**config.mk**
```make
export PLATFORM = sky130hd
export DESIGN_NAME = sflash_timing_gen
export DESIGN_NICKNAME = d
export VERILOG_FILES = /design/src/rtl/sfg_pkg.sv /design/src/rtl/sfg_sel_map.sv /design/src/rtl/sfg_phase_cnt.sv /design/src/rtl/sfg_half_div.sv /design/src/rtl/sflash_timing_gen.sv
export SDC_FILE = /design/constraint.sdc
export NUM_CORES = 1
export LEC_CHECK = 0
export BUFFER_PORTS_ARGS = -buffer_cell sky130_fd_sc_hd__buf_2
export CAP_MARGIN = 20
export CORE_MARGIN = 4
export CORE_UTILIZATION = 58
export DETAILED_ROUTE_END_ITERATION = 16
export GPL_TIMING_DRIVEN = 0
export PLACE_DENSITY = 0.85
export SLEW_MARGIN = 25
export SYNTH_ARGS = -nofsm -noshare
export SYNTH_HDL_FRONTEND = slang
export SYNTH_SLANG_ARGS = --single-unit
```
**constraint.sdc**
```tcl
create_clock -name clk -period 3.4 [get_ports clk]
set_input_delay 0.51 -clock clk [delete_from_list [all_inputs] [get_ports clk]]
set_output_delay 0.51 -clock clk [all_outputs]
set_load 0.01 [all_outputs]
```
**src/rtl/sfg_pkg.sv**
```systemverilog
package sfg_pkg;

  typedef enum logic [2:0] {
    ST_IDLE   = 3'd0,
    ST_SWITCH = 3'd1,
    ST_SETUP  = 3'd2,
    ST_CLOCK  = 3'd3,
    ST_HOLD   = 3'd4,
    ST_GAP    = 3'd5
  } sfg_state_e;

  // An edge samples data when its parity (0 = first edge) equals the phase bit.
  function automatic logic is_sample_edge(input logic parity, input logic phase);
    return parity == phase;
  endfunction

  // Phases during which the selected line is driven low.
  function automatic logic holds_select(input sfg_state_e st);
    return (st == ST_SETUP) || (st == ST_CLOCK) || (st == ST_HOLD);
  endfunction

endpackage

```
**src/rtl/sfg_sel_map.sv**
```systemverilog
module sfg_sel_map #(
  parameter int CS_W = 4
) (
  input  logic [CS_W-1:0] field,
  input  logic            decode,
  output logic [CS_W-1:0] pat_n
);

  for (genvar i = 0; i < CS_W; i++) begin : g_pin
    // decoded: line i low only when field equals i; direct: pass through
    assign pat_n[i] = decode ? (field != CS_W'(i)) : field[i];
  end

endmodule

```
**src/rtl/sfg_phase_cnt.sv**
```systemverilog
module sfg_phase_cnt #(
  parameter int W = 8
) (
  input  logic         clk,
  input  logic         rst_n,
  input  logic         load,
  input  logic [W-1:0] val,
  output logic         zero
);

  logic [W-1:0] cnt_q;

  always_ff @(posedge clk or negedge rst_n) begin
    if (!rst_n)              cnt_q <= '0;
    else if (load)           cnt_q <= val;
    else if (cnt_q != '0)    cnt_q <= cnt_q - 1'b1;
  end

  assign zero = (cnt_q == '0);

endmodule

```
**src/rtl/sfg_half_div.sv**
```systemverilog
module sfg_half_div #(
  parameter int W = 4
) (
  input  logic         clk,
  input  logic         rst_n,
  input  logic         run,
  input  logic         load,
  input  logic [W-1:0] div,
  output logic         tick
);

  logic [W-1:0] hcnt_q;

  always_ff @(posedge clk or negedge rst_n) begin
    if (!rst_n)       hcnt_q <= '0;
    else if (load)    hcnt_q <= div;
    else if (run)     hcnt_q <= (hcnt_q == '0) ? div : hcnt_q - 1'b1;
  end

  assign tick = run && (hcnt_q == '0);

endmodule

```
**src/rtl/sflash_timing_gen.sv**
```systemverilog
module sflash_timing_gen #(
  parameter int CS_W   = 4,
  parameter int DIV_W  = 4,
  parameter int DLY_W  = 8,
  parameter int EDGE_W = 8
) (
  input  logic              clk,
  input  logic              rst_n,
  input  logic              en,
  input  logic [DIV_W-1:0]  baud_div,
  input  logic              cpol,
  input  logic              cpha,
  input  logic [CS_W-1:0]   sel_field,
  input  logic              sel_decode,
  input  logic [DLY_W-1:0]  dly_setup,
  input  logic [DLY_W-1:0]  dly_hold,
  input  logic [DLY_W-1:0]  dly_gap,
  input  logic [DLY_W-1:0]  dly_switch,
  input  logic              frame_req,
  input  logic [EDGE_W-1:0] frame_edges,
  output logic              sclk,
  output logic [CS_W-1:0]   sel_n,
  output logic              edge_stb,
  output logic              edge_smp,
  output logic              idle
);
  import sfg_pkg::*;

  localparam logic [CS_W-1:0]   ALL_HIGH  = {CS_W{1'b1}};
  localparam logic [EDGE_W-1:0] LAST_EDGE = EDGE_W'(1);

  sfg_state_e        state_q, state_d;
  logic [CS_W-1:0]   new_pat;
  logic [CS_W-1:0]   cur_pat_q, last_pat_q;
  logic              had_prev_q;
  logic [EDGE_W-1:0] cur_edges_q, edges_left_q;
  logic              parity_q;

  // named internal events
  logic              frame_accept;
  logic              dev_change;
  logic              ph_zero;
  logic              ph_load;
  logic [DLY_W-1:0]  ph_val;
  logic              clk_load;
  logic              tick;
  logic              in_clock;

  sfg_sel_map #(.CS_W(CS_W)) i_sel_map (
    .field  (sel_field),
    .decode (sel_decode),
    .pat_n  (new_pat)
  );

  sfg_phase_cnt #(.W(DLY_W)) i_phase_cnt (
    .clk   (clk),
    .rst_n (rst_n),
    .load  (ph_load),
    .val   (ph_val),
    .zero  (ph_zero)
  );

  sfg_half_div #(.W(DIV_W)) i_half_div (
    .clk   (clk),
    .rst_n (rst_n),
    .run   (in_clock),
    .load  (clk_load),
    .div   (baud_div),
    .tick  (tick)
  );

  assign in_clock     = (state_q == ST_CLOCK);
  assign frame_accept = (state_q == ST_IDLE) && en && frame_req;
  assign dev_change   = had_prev_q && (new_pat != last_pat_q);
  assign clk_load     = (state_q == ST_SETUP) && ph_zero && (cur_edges_q != '0);

  always_comb begin
    state_d = state_q;
    ph_load = 1'b0;
    ph_val  = '0;
    unique case (state_q)
      ST_IDLE: begin
        if (frame_accept) begin
          ph_load = 1'b1;
          if (dev_change) begin
            state_d = ST_SWITCH;
            ph_val  = dly_switch;
          end else begin
            state_d = ST_SETUP;
            ph_val  = dly_setup;
          end
        end
      end
      ST_SWITCH: begin
        if (ph_zero) begin
          state_d = ST_SETUP;
          ph_load = 1'b1;
          ph_val  = dly_setup;
        end
      end
      ST_SETUP: begin
        if (ph_zero) begin
          if (cur_edges_q == '0) begin
            state_d = ST_HOLD;
            ph_load = 1'b1;
            ph_val  = dly_hold;
          end else begin
            state_d = ST_CLOCK;
          end
        end
      end
      ST_CLOCK: begin
        if (tick && edges_left_q == LAST_EDGE) begin
          state_d = ST_HOLD;
          ph_load = 1'b1;
          ph_val  = dly_hold;
        end
      end
      ST_HOLD: begin
        if (ph_zero) begin
          state_d = ST_GAP;
          ph_load = 1'b1;
          ph_val  = dly_gap;
        end
      end
      ST_GAP: begin
        if (ph_zero) state_d = ST_IDLE;
      end
      default: state_d = ST_IDLE;
    endcase
  end

  always_ff @(posedge clk or negedge rst_n) begin
    if (!rst_n) begin
      state_q      <= ST_IDLE;
      cur_pat_q    <= ALL_HIGH;
      last_pat_q   <= ALL_HIGH;
      had_prev_q   <= 1'b0;
      cur_edges_q  <= '0;
      edges_left_q <= '0;
      parity_q     <= 1'b0;
      sclk         <= 1'b0;
      edge_stb     <= 1'b0;
      edge_smp     <= 1'b0;
    end else begin
      state_q <= state_d;
      if (frame_accept) begin
        cur_pat_q   <= new_pat;
        last_pat_q  <= new_pat;
        had_prev_q  <= 1'b1;
        cur_edges_q <= frame_edges;
      end
      if (clk_load) begin
        edges_left_q <= cur_edges_q;
        parity_q     <= 1'b0;
      end else if (tick) begin
        edges_left_q <= edges_left_q - 1'b1;
        parity_q     <= ~parity_q;
      end
      if (!in_clock)  sclk <= cpol;
      else if (tick)  sclk <= ~sclk;
      edge_stb <= tick;
      edge_smp <= tick && is_sample_edge(parity_q, cpha);
    end
  end

  assign sel_n = holds_select(state_q) ? cur_pat_q : ALL_HIGH;
  assign idle  = (state_q == ST_IDLE);

endmodule

```
# Word level (Yosys, flattened, before mapping)

Cells that the tools add are included.
Widths: inputs -> output; s select.

Bits in registers: 40
Bits in latches: 0
Bits in writable memories: 0
Memory bits (read-only): 0
Input port bits: 55
Output and inout port bits: 8
Logic and storage cells: 95
Memories kept: 0

Add/subtract/negate cells: 3
Multiply operators: 0
Div/mod/pow operators: 0
Order comparisons: 0
Equality and inequality tests: 18
Shifts and indexed selects: 0
Multiplexer cells: 39
Bitwise gates (word level): 2
Reductions and logical operators: 22

Operator list:

| kind                | count |
|---|---|
| $mux 8              | 11 |
| $pmux 8 s5          | 1 |
| $mux 3              | 7 |
| $pmux 3 s6          | 1 |
| $logic_not 8->1     | 2 |
| $mux 4              | 4 |
| $reduce_bool 8->1   | 2 |
| $sub 8x1->8 const B | 2 |
| $mux 1              | 13 |
| $ne 2x2->1 const B  | 6 |
| $eq 8x1->1 const B  | 1 |
| $logic_and 1x1->1   | 8 |
| $ne 4x2->1 const B  | 2 |
| $eq 3x2->1 const B  | 2 |
| $eq 3x3->1 const B  | 2 |
| $reduce_and 6->1    | 1 |
| $reduce_bool 2->1   | 3 |
| $logic_not 4->1     | 1 |
| $ne 4x1->1 const B  | 1 |
| $ne 4x4->1          | 1 |
| $pmux 1 s4          | 1 |
| $reduce_bool 4->1   | 1 |
| $sub 4x1->4 const B | 1 |
| $eq 3x1->1 const B  | 1 |
| other kinds (7)     | 9 |

# Depth between registers and ports, before layout

Gate-level depths: netlist of the first run.

Depth after elaboration: 8
Gate-level depth with buffers: 9

# By module

From an unflattened synthesis of the first run, not the netlist that was laid out.

Cells, all modules: 297
Area total of the unflattened synthesis: 2810.2 um2

Modules (own cells, without submodules):

| module            | instances | cells each | area each (um2) | sequential area each (um2) |
|---|---|---|---|---|
| sflash_timing_gen | 1         | 201        | 2005.7          | 705.7 |
| sfg_phase_cnt     | 1         | 54         | 476.7           | 200.2 |
| sfg_half_div      | 1         | 31         | 274.0           | 100.1 |
| sfg_sel_map       | 1         | 11         | 53.8            | 0.0 |

# Least setup slack after synthesis of the first run

OpenSTA, ideal clock, no wires.

Kind: input to register
Start: in sel_field[1]
End: reg i_phase_cnt.cnt_q[3]
Setup time: 126 ps
Arrival: 1975 ps
Slack: 1299 ps
Stages on the path: 6
Cell sequence: nor4b_1 nor3_1 nor4_4 a21boi_2 and2_4 a221o_1

Word-level cells in the longest chain between the ends: 8

Ends and longest elaborated chain:

| what                               | line                    | source |
|---|---|---|
| start: declaration                 | sflash_timing_gen.sv:13 | `input logic [CS_W-1:0] sel_field,` |
| $ne 4x1->1 (tied with other cells) | sfg_sel_map.sv:11       | `assign pat_n[i] = decode ? (field != CS_W'(i)) : field[i];` |
| $mux 1                             | sfg_sel_map.sv:11       |  |
| $ne 4x4->1 *                       | sflash_timing_gen.sv:74 | `assign dev_change = had_prev_q && (new_pat != last_pat_q);` |
| $logic_and 1x1->1 *                | sflash_timing_gen.sv:74 |  |
| $mux 8 *                           | sflash_timing_gen.sv:85 | `if (dev_change) begin` |
| $mux 8 *                           | sflash_timing_gen.sv:83 | `if (frame_accept) begin` |
| $pmux 8 s5 *                       | sflash_timing_gen.sv:81 | `unique case (state_q)` |
| $mux 8 *                           | sfg_phase_cnt.sv:15     | `else if (load) cnt_q <= val;` |
| end signal: assignment             | sfg_phase_cnt.sv:15     |  |
| end signal: assignment             | sfg_phase_cnt.sv:16     | `else if (cnt_q != '0) cnt_q <= cnt_q - 1'b1;` |
| end: declaration                   | sfg_phase_cnt.sv:11     | `logic [W-1:0] cnt_q;` |

Mark *: on every way between the ends. The rest lies on a longest branch, timed or not.
A chain may end at the register's enable or synchronous reset.

# Worst setup path in the final report of the first run

Start: reg i_phase_cnt.cnt_q[0]
End: reg i_phase_cnt.cnt_q[6]

Word-level cells in the longest chain between the ends: 4

Ends and longest elaborated chain:

| what |
|---|
| parallel branches: the longest is 4 deep, another holds $sub 8x1->8 |

Several ways; the timed one is not identified. The select of a mux whose other input is x is not followed.

==> summary.txt, run 1 <==
OUTCOME
----------------------------------------------------------------------------------------
Outcome                                                                        completed

CLOCK NETWORK
----------------------------------------------------------------------------------------
Clock latency reported for the late side of the worst-skew pair                  0.30 ns
Number of cells upsized or downsized after cts                                         0
Master cell of the clock root buffer                                            clkbuf_8
Number of buffers on the longest clock path                                            2
CTS clock-pin slew for the worst setup and hold paths                            0.08 ns
CTS Hold Buffers Added                                                                 0
Total number of H-tree levels                                                          2
TritonCTS clock tree                                                               built
TritonCTS buffer count                                                                 5
Postcts setup bufs                                                                     0
Count of clock tree sinks                                                             40

CRITICAL PATH
----------------------------------------------------------------------------------------
Depth of the worst register-to-register path                                           9
Critical path data arrival time                                                  2.72 ns
Crit end category                                                               register
CP required                                                                      3.56 ns
Worst stage delay on the critical path                                           0.53 ns
Crit Reg-Reg Startpoint                                                     i_phase_cnt.cnt_q[0]
Max FO, Critical Path                                                                 10
Startpoint types                                                                register
Critical path type                                                            reg -> reg
Cell-by-cell trace of the critical path                                     inv_1 -> ha_1 -> nor3b_1 -> nand4_1 -> o22ai_2 -> buf_6 -> nor3_1 -> a211oi_1 -> o21ai_0
Reg2reg setup slack                                                              0.84 ns
Cell at the slowest stage of the critical path                                   nor3b_1
First element of the critical path                                          i_phase_cnt.cnt_q[0]
RR Endpoint                                                                 i_phase_cnt.cnt_q[6]

LOGIC SYNTHESIS
----------------------------------------------------------------------------------------
Ys flop type                                                                     dfrtp_1
Gate count of the mapped netlist                                                     319
Count of flip-flops with a built-in enable after synthesis                             0
Synth async-reset ratio                                                             1.00
Yosys warning total                                                                    0
Area of the mapped netlist                                                    2660 sq um
Sequential area share after synthesis                                              0.378
Number of different library cells in the post-synthesis netlist                       58
Number of nets produced by synthesis                                                 379
Mean cell area of the mapped netlist                                          8.35 sq um
Number of storage elements in the synthesis netlist                                   40

FINISH
----------------------------------------------------------------------------------------
Area grow syn2layout                                                               18.6%
Final core utilization                                                             0.716
Fraction of layout instances using a drive strength above 1                        0.270
Fin cells                                                                            441
Ant. Diodes                                                                            0
Post-layout nets                                                                     448
Number of filler instances in the final layout                                       351

RUN
----------------------------------------------------------------------------------------
Total of max-cap violations                                                            0

DRT
----------------------------------------------------------------------------------------
Count of routing violations after the opening detailed-route iteration               241
Post-route antenna net violation count                                                 0
Total iterations of the first detailed-routing run                                     5
Final WL                                                                         6870 um
Vias after detailed routing                                                         2641
DRC violations left                                                                    0
DR vias/cell                                                                        5.99
Drt wl/cell                                                                      15.6 um

TIMING
----------------------------------------------------------------------------------------
Slew at the pin closest to its max-slew limit                                   0.896 ns
Portion of the clock cycle consumed by the worst path in the final layout          0.753
Summed negative setup slack over all endpoints                                      0 ns
Relative slew slack                                                                0.402
Count of endpoints failing hold in the final timing report                             0
Max Clock Skew                                                                0.00913 ns
Timing-limited maximum frequency                                                 391 MHz
Clock period minus final worst setup slack                                       2.56 ns
Total setup violations reported at the end of the flow                                 0
Final-report max-slew violation count                                                  0
RSZ-0062 raised after global routing                                                  no

GRT
----------------------------------------------------------------------------------------
Total Routing Usage GR                                                             0.251
GRT Residual Overflow                                                                  0
Maximum number of pins on one net before global-route repair                          41
Number of global-route vias before repair                                           2447
Initial antenna violation count                                                        0
First-pass GRT wire length                                                      11100 um

PLACE
----------------------------------------------------------------------------------------
Global placement routability congestion                                            0.881
Placed Instances                                                                     433
Sum of net half-perimeters after detailed placement                              5070 um
Port Buffer Count                                                                     62

POWER
----------------------------------------------------------------------------------------
Worst supply voltage drop on vdd                                                0.492 mV
Static Leak                                                                   0.00147 uW
Pwr per Cell Area                                                            775 nW/um^2

DIE
----------------------------------------------------------------------------------------
Floorplan core area                                                           4410 sq um
Overall die area                                                              5740 sq um
Total I/O pin count                                                                   63
Horizontal extent of the die                                                     75.8 um
Effective utilization at floorplan                                                 0.603
Placement row count                                                                   24
Die Ht                                                                           75.8 um

WORST HOLD PATH
----------------------------------------------------------------------------------------
Path type of the worst min-delay path                                        in -> async

[layer usage]
layer  share of wire  global-route usage  up-vias  routed length (um)
li1                -                   -     1274                   -
met1            0.43               0.321     1229                2920
met2            0.49               0.422      120                3390
met3           0.064              0.0435       18                 441
met4           0.017              0.0971        0                 116
met5               0                   0        -                   0
[metrics by stage]
| step | hold WS, ns | power (uW) | area [sq um] | setup WS, ns |
|---|---|---|---|---|
| 5_1_grt | 0.401 | 2640 | 3160 | 0.614 |
| 4_1_cts | 0.352 | 2430 | 3160 | 0.883 |
| 6_report | 0.328 | 2450 | 3160 | 0.840 |
| 3_3_place_gp | 0.486 | 1940 | 3040 | 0.999 |
| 2_1_floorplan | 0.214 | 1700 | 2660 | 1.30 |
| 3_5_place_dp | 0.492 | 2010 | 3040 | 0.928 |
[layout by cell type (no fill, tap or decap), drive strengths merged, types with 2 or more instances in the layout]
| cell | n |
|---|---|
| and2 | 4 |
| mux2i | 4 |
| a221o | 2 |
| nor2 | 41 |
| a211oi | 3 |
| nor4 | 6 |
| or2 | 8 |
| xnor2 | 6 |
| nand3 | 6 |
| nor2b | 4 |
| nand4 | 5 |
| clkbuf | 16 |
| o21a | 3 |
| a221oi | 2 |
| o21ai | 17 |
| a32oi | 3 |
| o221a | 4 |
| nor3b | 2 |
| dfstp | 4 |
| nor4b | 2 |
| nor3 | 12 |
| a311oi | 2 |
| inv | 13 |
| o22ai | 2 |
| xor2 | 5 |
| dfrtp | 36 |
| buf | 66 |
| a211o | 3 |
| ha | 5 |
| o31ai | 2 |
| mux2 | 2 |
| a21oi | 17 |
| a22oi | 8 |
| and3 | 2 |
| nand2b | 5 |
| nand2 | 53 |
| a31oi | 3 |
[worst max path at each step]
stage,to,slack [ns],depth (start not counted)
floorplan,i_phase_cnt.cnt_q[3],1.30,6
global placement,i_phase_cnt.cnt_q[2],1.0,7
detailed placement,edges_left_q[4],0.93,8
CTS,edges_left_q[4],0.88,8
global route,i_phase_cnt.cnt_q[7],0.61,8
finish,i_phase_cnt.cnt_q[6],0.84,9
[worst max-delay path, delay by kind of cell, from the launching register on]
kind	cells	cell delay, ns
AOI/OAI and AO/OA	3	0.67
adders and majority gates	1	0.15
buffers and inverters	2	0.30
DFF	1	0.43
and+or+nand+nor	3	0.87
[synth_stat cells, drive strengths merged (3+ instances only)]
cell | n | area, sq um
a211o | 3 | 26.3
a211oi | 3 | 22.5
a21oi | 17 | 85.1
a22oi | 8 | 60.1
a31oi | 3 | 18.8
a32oi | 3 | 26.3
and2 | 4 | 27.5
buf | 4 | 35.0
clkbuf | 10 | 37.5
dfrtp | 36 | 901
dfstp | 4 | 105
ha | 5 | 62.6
inv | 13 | 48.8
mux2i | 4 | 40.0
nand2 | 53 | 201
nand2b | 5 | 31.3
nand3 | 6 | 30.0
nand4 | 5 | 31.3
nor2 | 41 | 156
nor2b | 4 | 25.0
nor3 | 12 | 60.1
nor4 | 6 | 80.1
o21a | 3 | 22.5
o21ai | 17 | 88.8
o221a | 4 | 45.0
or2 | 8 | 50.1
xnor2 | 6 | 52.6
xor2 | 5 | 43.8
[sequential cells by signal (all words and copies together), names as in the netlist]
signal and count:
edges_left_q 8, sclk 1, edge_smp 1, had_prev_q 1, parity_q 1, last_pat_q 4, cur_edges_q 8, i_half_div.hcnt_q 4
i_phase_cnt.cnt_q 8, edge_stb 1, state_q 3
[cell families after synthesis]
logic type / count (synthesis) / share of synthesized area
AO/OA/AOI/OAI: 77 / 0.202
XOR/XNOR: 11 / 0.0362
adder cells (fa/ha/maj): 5 / 0.0235
buffers and inverters: 27 / 0.0456
flip-flops: 40 / 0.378
multiplexers: 6 / 0.0249
AND/OR/NAND/NOR: 153 / 0.290
[report_power, final]
group / leakage, uW / switching, uW / total, uW / internal, uW
logic: 0.000925 / 603 / 1100 / 493
registers: 0.000484 / 225 / 933 / 708
clock network: 0.0000614 / 180 / 420 / 240
total: 0.00147 / 1010 / 2450 / 1440
[layout make-up]
type	instances	area, sq um	share of cell area
clock inverters	2	38.8	0.0123
flip-flops and latches	40	1010	0.318
inverters	13	48.8	0.0154
repair buffers	62	310	0.0982
multi-input cells	252	1540	0.486
plain buffers	14	72.6	0.0230
well taps	52	65.1	0.0206
clock buffers	6	82.6	0.0261
No activity file was read; power rests on OpenSTA's default activity.
==> inputs of run 2 (changes only) <==
--- a/config.mk
+++ b/config.mk
@@ -8,10 +8,10 @@
 export BUFFER_PORTS_ARGS = -buffer_cell sky130_fd_sc_hd__buf_2
 export CAP_MARGIN = 20
 export CORE_MARGIN = 4
-export CORE_UTILIZATION = 58
+export CORE_UTILIZATION = 54
 export DETAILED_ROUTE_END_ITERATION = 16
 export GPL_TIMING_DRIVEN = 0
-export PLACE_DENSITY = 0.85
+export PLACE_DENSITY = 0.8
 export SLEW_MARGIN = 25
 export SYNTH_ARGS = -nofsm -noshare
 export SYNTH_HDL_FRONTEND = slang
==> constraint.sdc (replaced) <==
create_clock -name clk -period 2.4 [get_ports clk]
set_input_delay 0.36 -clock clk [delete_from_list [all_inputs] [get_ports clk]]
set_output_delay 0.36 -clock clk [all_outputs]
set_load 0.01 [all_outputs]
==> summary.txt, run 2 (synthesized netlist as in run 1, its figures left out) <==
POWER
----------------------------------------------------------------------------------------
Worst supply voltage drop on vdd                                                0.559 mV   +14%
Static Leak                                                                   0.00148 uW   +0.47%
Total power of the final layout                                                  3400 uW   +39%
Pwr per Cell Area                                                           1060 nW/um^2   +36%

PLACE
----------------------------------------------------------------------------------------
Minimum setup slack after placement                                           -0.0602 ns   -0.989 ns
Global placement routability congestion                                            0.958   +8.7%
Sum of net half-perimeters after detailed placement                              4970 um   -2.0%
Instance area after placement                                                 3060 sq um   +0.62%
Port Buffer Count                                                                     62   unchanged

FINISH
----------------------------------------------------------------------------------------
Most frequent standard cell in the layout excluding fill and tap cells             buf_2
Finished Cell Area                                                            3210 sq um   +1.7%
Post-layout nets                                                                     451   +0.67%
Largest registers ranked by flip-flop count                                 cur_edges_q (8), edges_left_q (8), i_phase_cnt.cnt_q (8)
Ant. Diodes                                                                            0   unchanged
Fraction of layout instances using a drive strength above 1                        0.286   +0.0165
Area grow syn2layout                                                               20.6%
Commonest cells after routing, fill and taps aside                          buf_2, nand2_1, nor2_1

CLOCK NETWORK
----------------------------------------------------------------------------------------
TritonCTS buffer count                                                                 5   unchanged
Total number of H-tree levels                                                          2   unchanged
Number of buffers on the longest clock path                                            2   unchanged
TritonCTS clock tree                                                               built
Master cell of the clock root buffer                                            clkbuf_8
CTS clock-pin slew for the worst setup and hold paths                            0.08 ns   about the same
CTS Hold Buffers Added                                                                 0   unchanged
Clock latency reported for the late side of the worst-skew pair                  0.30 ns   about the same
Count of clock tree sinks                                                             40   unchanged

DRT
----------------------------------------------------------------------------------------
Vias after detailed routing                                                         2623   -0.68%
DR vias/cell                                                                        5.73   -4.4%
Post-route antenna net violation count                                                 0   unchanged
DRC violations left                                                                    0   unchanged
Final WL                                                                         6970 um   +1.4%
Drt wl/cell                                                                      15.2 um   -2.3%
Count of routing violations after the opening detailed-route iteration               170   -29%
Total iterations of the first detailed-routing run                                     4   -1

DIE
----------------------------------------------------------------------------------------
Overall die area                                                              6120 sq um   +6.6%
Total I/O pin count                                                                   63   unchanged
Effective utilization at floorplan                                                 0.560   -0.0432
Die Ht                                                                           78.2 um   +3.3%
Floorplan core area                                                           4750 sq um   +7.7%
Placement row count                                                                   25   +4.2%
Horizontal extent of the die                                                     78.2 um   +3.3%

TIMING
----------------------------------------------------------------------------------------
Total setup violations reported at the end of the flow                                 0   unchanged
Slew at the pin closest to its max-slew limit                                   0.565 ns   -0.331 ns
Clock period minus final worst setup slack                                       2.24 ns   -0.316 ns
Max Clock Skew                                                                0.00508 ns   -0.00405 ns
Portion of the clock cycle consumed by the worst path in the final layout          0.935   +0.182
Count of endpoints failing hold in the final timing report                             0   unchanged
RSZ-0062 raised after global routing                                                  no
Timing-limited maximum frequency                                                 446 MHz   +14%
Relative slew slack                                                                0.618   +0.216
Final-report max-slew violation count                                                  0   unchanged
Final setup slack of the worst path                                             0.156 ns   -0.684 ns

OUTCOME
----------------------------------------------------------------------------------------
Outcome                                                                        completed

CRITICAL PATH
----------------------------------------------------------------------------------------
Critical path data arrival time                                                  2.44 ns   -0.28 ns
CP required                                                                      2.59 ns   -0.97 ns
Depth of the worst register-to-register path                                          10   +1
Cell-by-cell trace of the critical path                                     inv_1 -> ha_1 -> nor3b_4 -> nand4_1 -> buf_4 -> nand2b_1 -> clkbuf_2 -> nand2_1 -> a21oi_1 -> a311oi_1
RR Endpoint                                                                   state_q[0]
Crit Reg-Reg Startpoint                                                     i_phase_cnt.cnt_q[0]
Startpoint types                                                                register
Cell at the slowest stage of the critical path                                   dfrtp_1
Crit end category                                                               register
Worst stage delay on the critical path                                           0.41 ns   -0.12 ns
Max FO, Critical Path                                                                 10   unchanged
Reg2reg setup slack                                                              0.16 ns   -0.68 ns
Critical path type                                                            reg -> reg

GRT
----------------------------------------------------------------------------------------
Maximum number of pins on one net before global-route repair                          41   unchanged
First-pass GRT wire length                                                      11100 um   about the same
GRT Residual Overflow                                                                  0   unchanged
Number of global-route vias before repair                                           2428   -0.78%
Initial antenna violation count                                                        0   unchanged
Total Routing Usage GR                                                             0.224   -0.0274

RUN
----------------------------------------------------------------------------------------
Total of max-cap violations                                                            0   unchanged

WORST HOLD PATH
----------------------------------------------------------------------------------------
Path type of the worst min-delay path                                        in -> async

## run 2: cell types whose count changed in the layout (fill, tap and decap cells not counted), sizes merged
cell | previous run | this run
bufinv | 1 | 0
buf | 66 | 69
clkbuf | 16 | 15
clkinvlp | 0 | 1
## run 2: layer usage
metal | up-vias | track usage | share of wire
li1 | 1275 | - | -
met1 | 1277 | 0.300 | 0.45
met2 | 65 | 0.366 | 0.49
met3 | 6 | 0.0470 | 0.050
met4 | 0 | 0.0647 | 0.0088
met5 | - | 0 | 0
## run 2: how the worst max path moves through the flow
| stage | cells after the start | end | from |
|---|---|---|---|
| global placement | 8 | i_phase_cnt.cnt_q[7] | i_phase_cnt.cnt_q[0] |
| CTS | 9 | i_phase_cnt.cnt_q[6] | i_half_div.hcnt_q[0] |
| floorplan | 8 | i_phase_cnt.cnt_q[5] | i_half_div.hcnt_q[0] |
| global route | 8 | i_phase_cnt.cnt_q[4] | i_half_div.hcnt_q[0] |
| detailed placement | 8 | i_phase_cnt.cnt_q[7] | i_phase_cnt.cnt_q[0] |
| finish | 10 | state_q[0] | i_phase_cnt.cnt_q[0] |
## run 2: where the power goes
part | leakage [uW] | internal, uW | switching (uW) | total, uW
Sequential | 0.000484 | 1000 | 331 | 1330
Clock | 0.0000400 | 197 | 254 | 451
Combinational | 0.000954 | 744 | 866 | 1610
Total | 0.00148 | 1940 | 1450 | 3400
## run 2: layout make-up
type / count / area, sq um
sequential: 40 / 1010
inverter: 13 / 48.8
buffer: 14 / 75.1
clock inverter: 2 / 12.5
timing repair buffer: 65 / 335
fill: 413 / 1540
tap: 67 / 83.8
clock buffer: 5 / 68.8
multi-input combinational: 252 / 1580
## run 2: metrics by stage
| step | cells | setup TNS (ns) | utilization | hold slack, ns |
|---|---|---|---|---|
| after global routing | 458 | 0 | 0.676 | 0.0753 |
| after CTS | 455 | 0 | 0.661 | 0.227 |
| after detailed placement | 448 | -0.174 | 0.643 | 0.489 |
| after global placement | 448 | 0 | 0.643 | 0.486 |
| after floorplan | 319 | 0 | - | 0.0644 |
| final | 458 | 0 | 0.676 | 0.0287 |
## run 2: worst max-delay path: cells and delay by family (launching register included)
kind	cells	cell delay, ns
adder cells (fa/ha/maj)	1	0.16
AND/OR/NAND/NOR	4	0.71
buffers and inverters	3	0.52
flip-flops	1	0.41
AO/OA/AOI/OAI	2	0.33
## run 2: what timing repair did
action,4_1_cts,5_1_grt
setup buffers,0,3
setup endpoints to repair,7,20
gates resized for setup,1,11
pin swaps,0,1
==> inputs of run 3 (changes only) <==
--- a/config.mk
+++ b/config.mk
@@ -8,10 +8,10 @@
 export BUFFER_PORTS_ARGS = -buffer_cell sky130_fd_sc_hd__buf_2
 export CAP_MARGIN = 20
 export CORE_MARGIN = 4
-export CORE_UTILIZATION = 54
+export CORE_UTILIZATION = 50
 export DETAILED_ROUTE_END_ITERATION = 16
 export GPL_TIMING_DRIVEN = 0
-export PLACE_DENSITY = 0.8
+export PLACE_DENSITY = 0.75
 export SLEW_MARGIN = 25
 export SYNTH_ARGS = -nofsm -noshare
 export SYNTH_HDL_FRONTEND = slang
==> summary.txt, run 3 (synthesized netlist as in run 1, its figures left out) <==
CLOCK NETWORK
----------------------------------------------------------------------------------------
Total number of H-tree levels                                                          2   unchanged
Clock latency reported for the late side of the worst-skew pair                  0.30 ns   about the same
Count of clock tree sinks                                                             40   unchanged
Postcts setup bufs                                                                     0   unchanged
Master cell of the clock root buffer                                            clkbuf_8
TritonCTS buffer count                                                                 5   unchanged
Number of buffers on the longest clock path                                            2   unchanged
CTS clock-pin slew for the worst setup and hold paths                            0.09 ns   about the same
TritonCTS clock tree                                                               built

DRT
----------------------------------------------------------------------------------------
DR top layer                                                                        met4
DRC violations left                                                                    0   unchanged
Routed met2 length                                                               3180 um   -6.7%
Vias after detailed routing                                                         2594   -1.1%
Count of routing violations after the opening detailed-route iteration               134   -21%
Detailed-routed wire length on met3                                               395 um   +14%
Met1 routed wirelength after detailed routing                                    3100 um   -1.8%
DR vias/cell                                                                        5.65   -1.3%
Final WL                                                                         6750 um   -3.1%
Post-route antenna net violation count                                                 0   unchanged
Drt wl/cell                                                                      14.7 um   -3.4%
Total iterations of the first detailed-routing run                                     4   unchanged

TIMING
----------------------------------------------------------------------------------------
Hold Slack                                                                     0.0254 ns   -0.00324 ns
Final-report max-slew violation count                                                  0   unchanged
Max Clock Skew                                                                0.00672 ns   +0.00164 ns
Summed negative setup slack over all endpoints                                      0 ns   unchanged
RSZ-0062 raised after global routing                                                  no
Total setup violations reported at the end of the flow                                 0   unchanged
Relative slew slack                                                                0.618   about the same
Portion of the clock cycle consumed by the worst path in the final layout          0.929   -0.00590
Slew at the pin closest to its max-slew limit                                   0.569 ns   +0.00442 ns
Final setup slack of the worst path                                             0.170 ns   +0.0142 ns
Count of endpoints failing hold in the final timing report                             0   unchanged
Timing-limited maximum frequency                                                 448 MHz   +0.64%
Clock period minus final worst setup slack                                       2.23 ns   -0.0142 ns

GRT
----------------------------------------------------------------------------------------
Maximum number of pins on one net before global-route repair                          41   unchanged
Initial antenna violation count                                                        0   unchanged
Number of global-route vias before repair                                           2479   +2.1%
GRT Residual Overflow                                                                  0   unchanged
First-pass GRT wire length                                                      11300 um   +1.6%
Total Routing Usage GR                                                             0.218   -0.00535

FINISH
----------------------------------------------------------------------------------------
Fin cells                                                                            459   +0.22%
Ant. Diodes                                                                            0   unchanged
Commonest cells after routing, fill and taps aside                          buf_2, nand2_1, nor2_1
Post-layout nets                                                                     448   -0.67%
Most frequent standard cell in the layout excluding fill and tap cells             buf_2
Number of filler instances in the final layout                                       487   +18%
Fraction of layout instances using a drive strength above 1                        0.283   -0.00367
Footprint of the multi-input gates                                            1560 sq um   -1.2%
Largest registers ranked by flip-flop count                                 cur_edges_q (8), edges_left_q (8), i_phase_cnt.cnt_q (8)
Area grow syn2layout                                                               20.5%
Area of all sequential standard cells                                         1010 sq um   unchanged

OUTCOME
----------------------------------------------------------------------------------------
Outcome                                                                        completed

DIE
----------------------------------------------------------------------------------------
Total I/O pin count                                                                   63   unchanged
Die Ht                                                                           81.0 um   +3.5%
Horizontal extent of the die                                                     81.0 um   +3.5%
Effective utilization at floorplan                                                 0.518   -0.0420
Overall die area                                                              6560 sq um   +7.2%
Floorplan core area                                                           5140 sq um   +8.1%
Placement row count                                                                   26   +4.0%

PLACE
----------------------------------------------------------------------------------------
Sum of net half-perimeters after detailed placement                              5000 um   +0.49%
Minimum setup slack after placement                                           -0.0656 ns   -0.00539 ns
Global placement routability congestion                                            0.897   -6.4%
Placed Instances                                                                     451   +0.67%
Port Buffer Count                                                                     62   unchanged

POWER
----------------------------------------------------------------------------------------
Worst supply voltage drop on vdd                                                0.543 mV   -2.8%
Static Leak                                                                   0.00148 uW   about the same
Pwr per Cell Area                                                           1080 nW/um^2   +2.4%

CRITICAL PATH
----------------------------------------------------------------------------------------
Max FO, Critical Path                                                                  7   -3
Critical path data arrival time                                                  2.42 ns   -0.02 ns
CP required                                                                      2.59 ns   about the same
Startpoint types                                                                register
Reg2reg setup slack                                                              0.17 ns   about the same
Critical path type                                                            reg -> reg
Crit end category                                                               register

RUN
----------------------------------------------------------------------------------------
Total of max-cap violations                                                            0   unchanged

WORST HOLD PATH
----------------------------------------------------------------------------------------
Path type of the worst min-delay path                                        in -> async

==> run 3: final timing paths <==
kind,depth (start not counted),start,to
setup reg to reg,8,i_half_div.hcnt_q[0],i_phase_cnt.cnt_q[5]
hold reg to reg,2,last_pat_q[3],last_pat_q[3]
max in group asynchronous,1,rst_n,last_pat_q[2]
setup / recovery,8,i_half_div.hcnt_q[0],i_phase_cnt.cnt_q[5]
hold / removal,1,rst_n,cur_edges_q[0]
min in group clk,3,frame_edges[3],cur_edges_q[3]
==> run 3: where the power goes <==
group / switching, uW / total, uW / internal (uW)
combinational: 845 / 1560 / 719
sequential: 317 / 1320 / 1000
clock: 276 / 589 / 314
total: 1440 / 3470 / 2040
==> run 3: layout make-up <==
cell class | instances | area share
plain buffers | 14 | 0.0234
clock buffers | 5 | 0.0214
clock inverters | 3 | 0.0144
inverters | 13 | 0.0152
multi-input cells | 252 | 0.487
flip-flops and latches | 40 | 0.313
well taps | 70 | 0.0273
repair buffers | 62 | 0.0975
==> run 3: critical path, cell delays in order (launching register included) <==
cell and delay, ns:
dfrtp_1 0.42, inv_1 0.07, ha_1 0.16, nor3b_4 0.32
nand4b_1 0.21, or2_2 0.36, a32oi_1 0.18, o21ai_0 0.12
a211o_1 0.29
==> run 3: metrics by stage <==
stage | utilization | total power [uW] | cell area, sq um
after floorplan | - | 2410 | 2660
after global placement | 0.596 | 2770 | 3060
after detailed placement | 0.596 | 2840 | 3060
after CTS | 0.619 | 3450 | 3180
after global routing | 0.624 | 3770 | 3210
final | 0.624 | 3470 | 3210
==> run 3: timing repair <==
action	CTS	global route
gates resized for setup	1	9
hold buffers	0	0
setup endpoints to repair	4	16
==> run 3: per-layer routing <==
metal  vias to the layer above  GRT usage
met5                         -          0
met4                         0     0.0760
met3                         7     0.0421
met2                        84      0.347
met1                      1228      0.297
li1                       1275          -
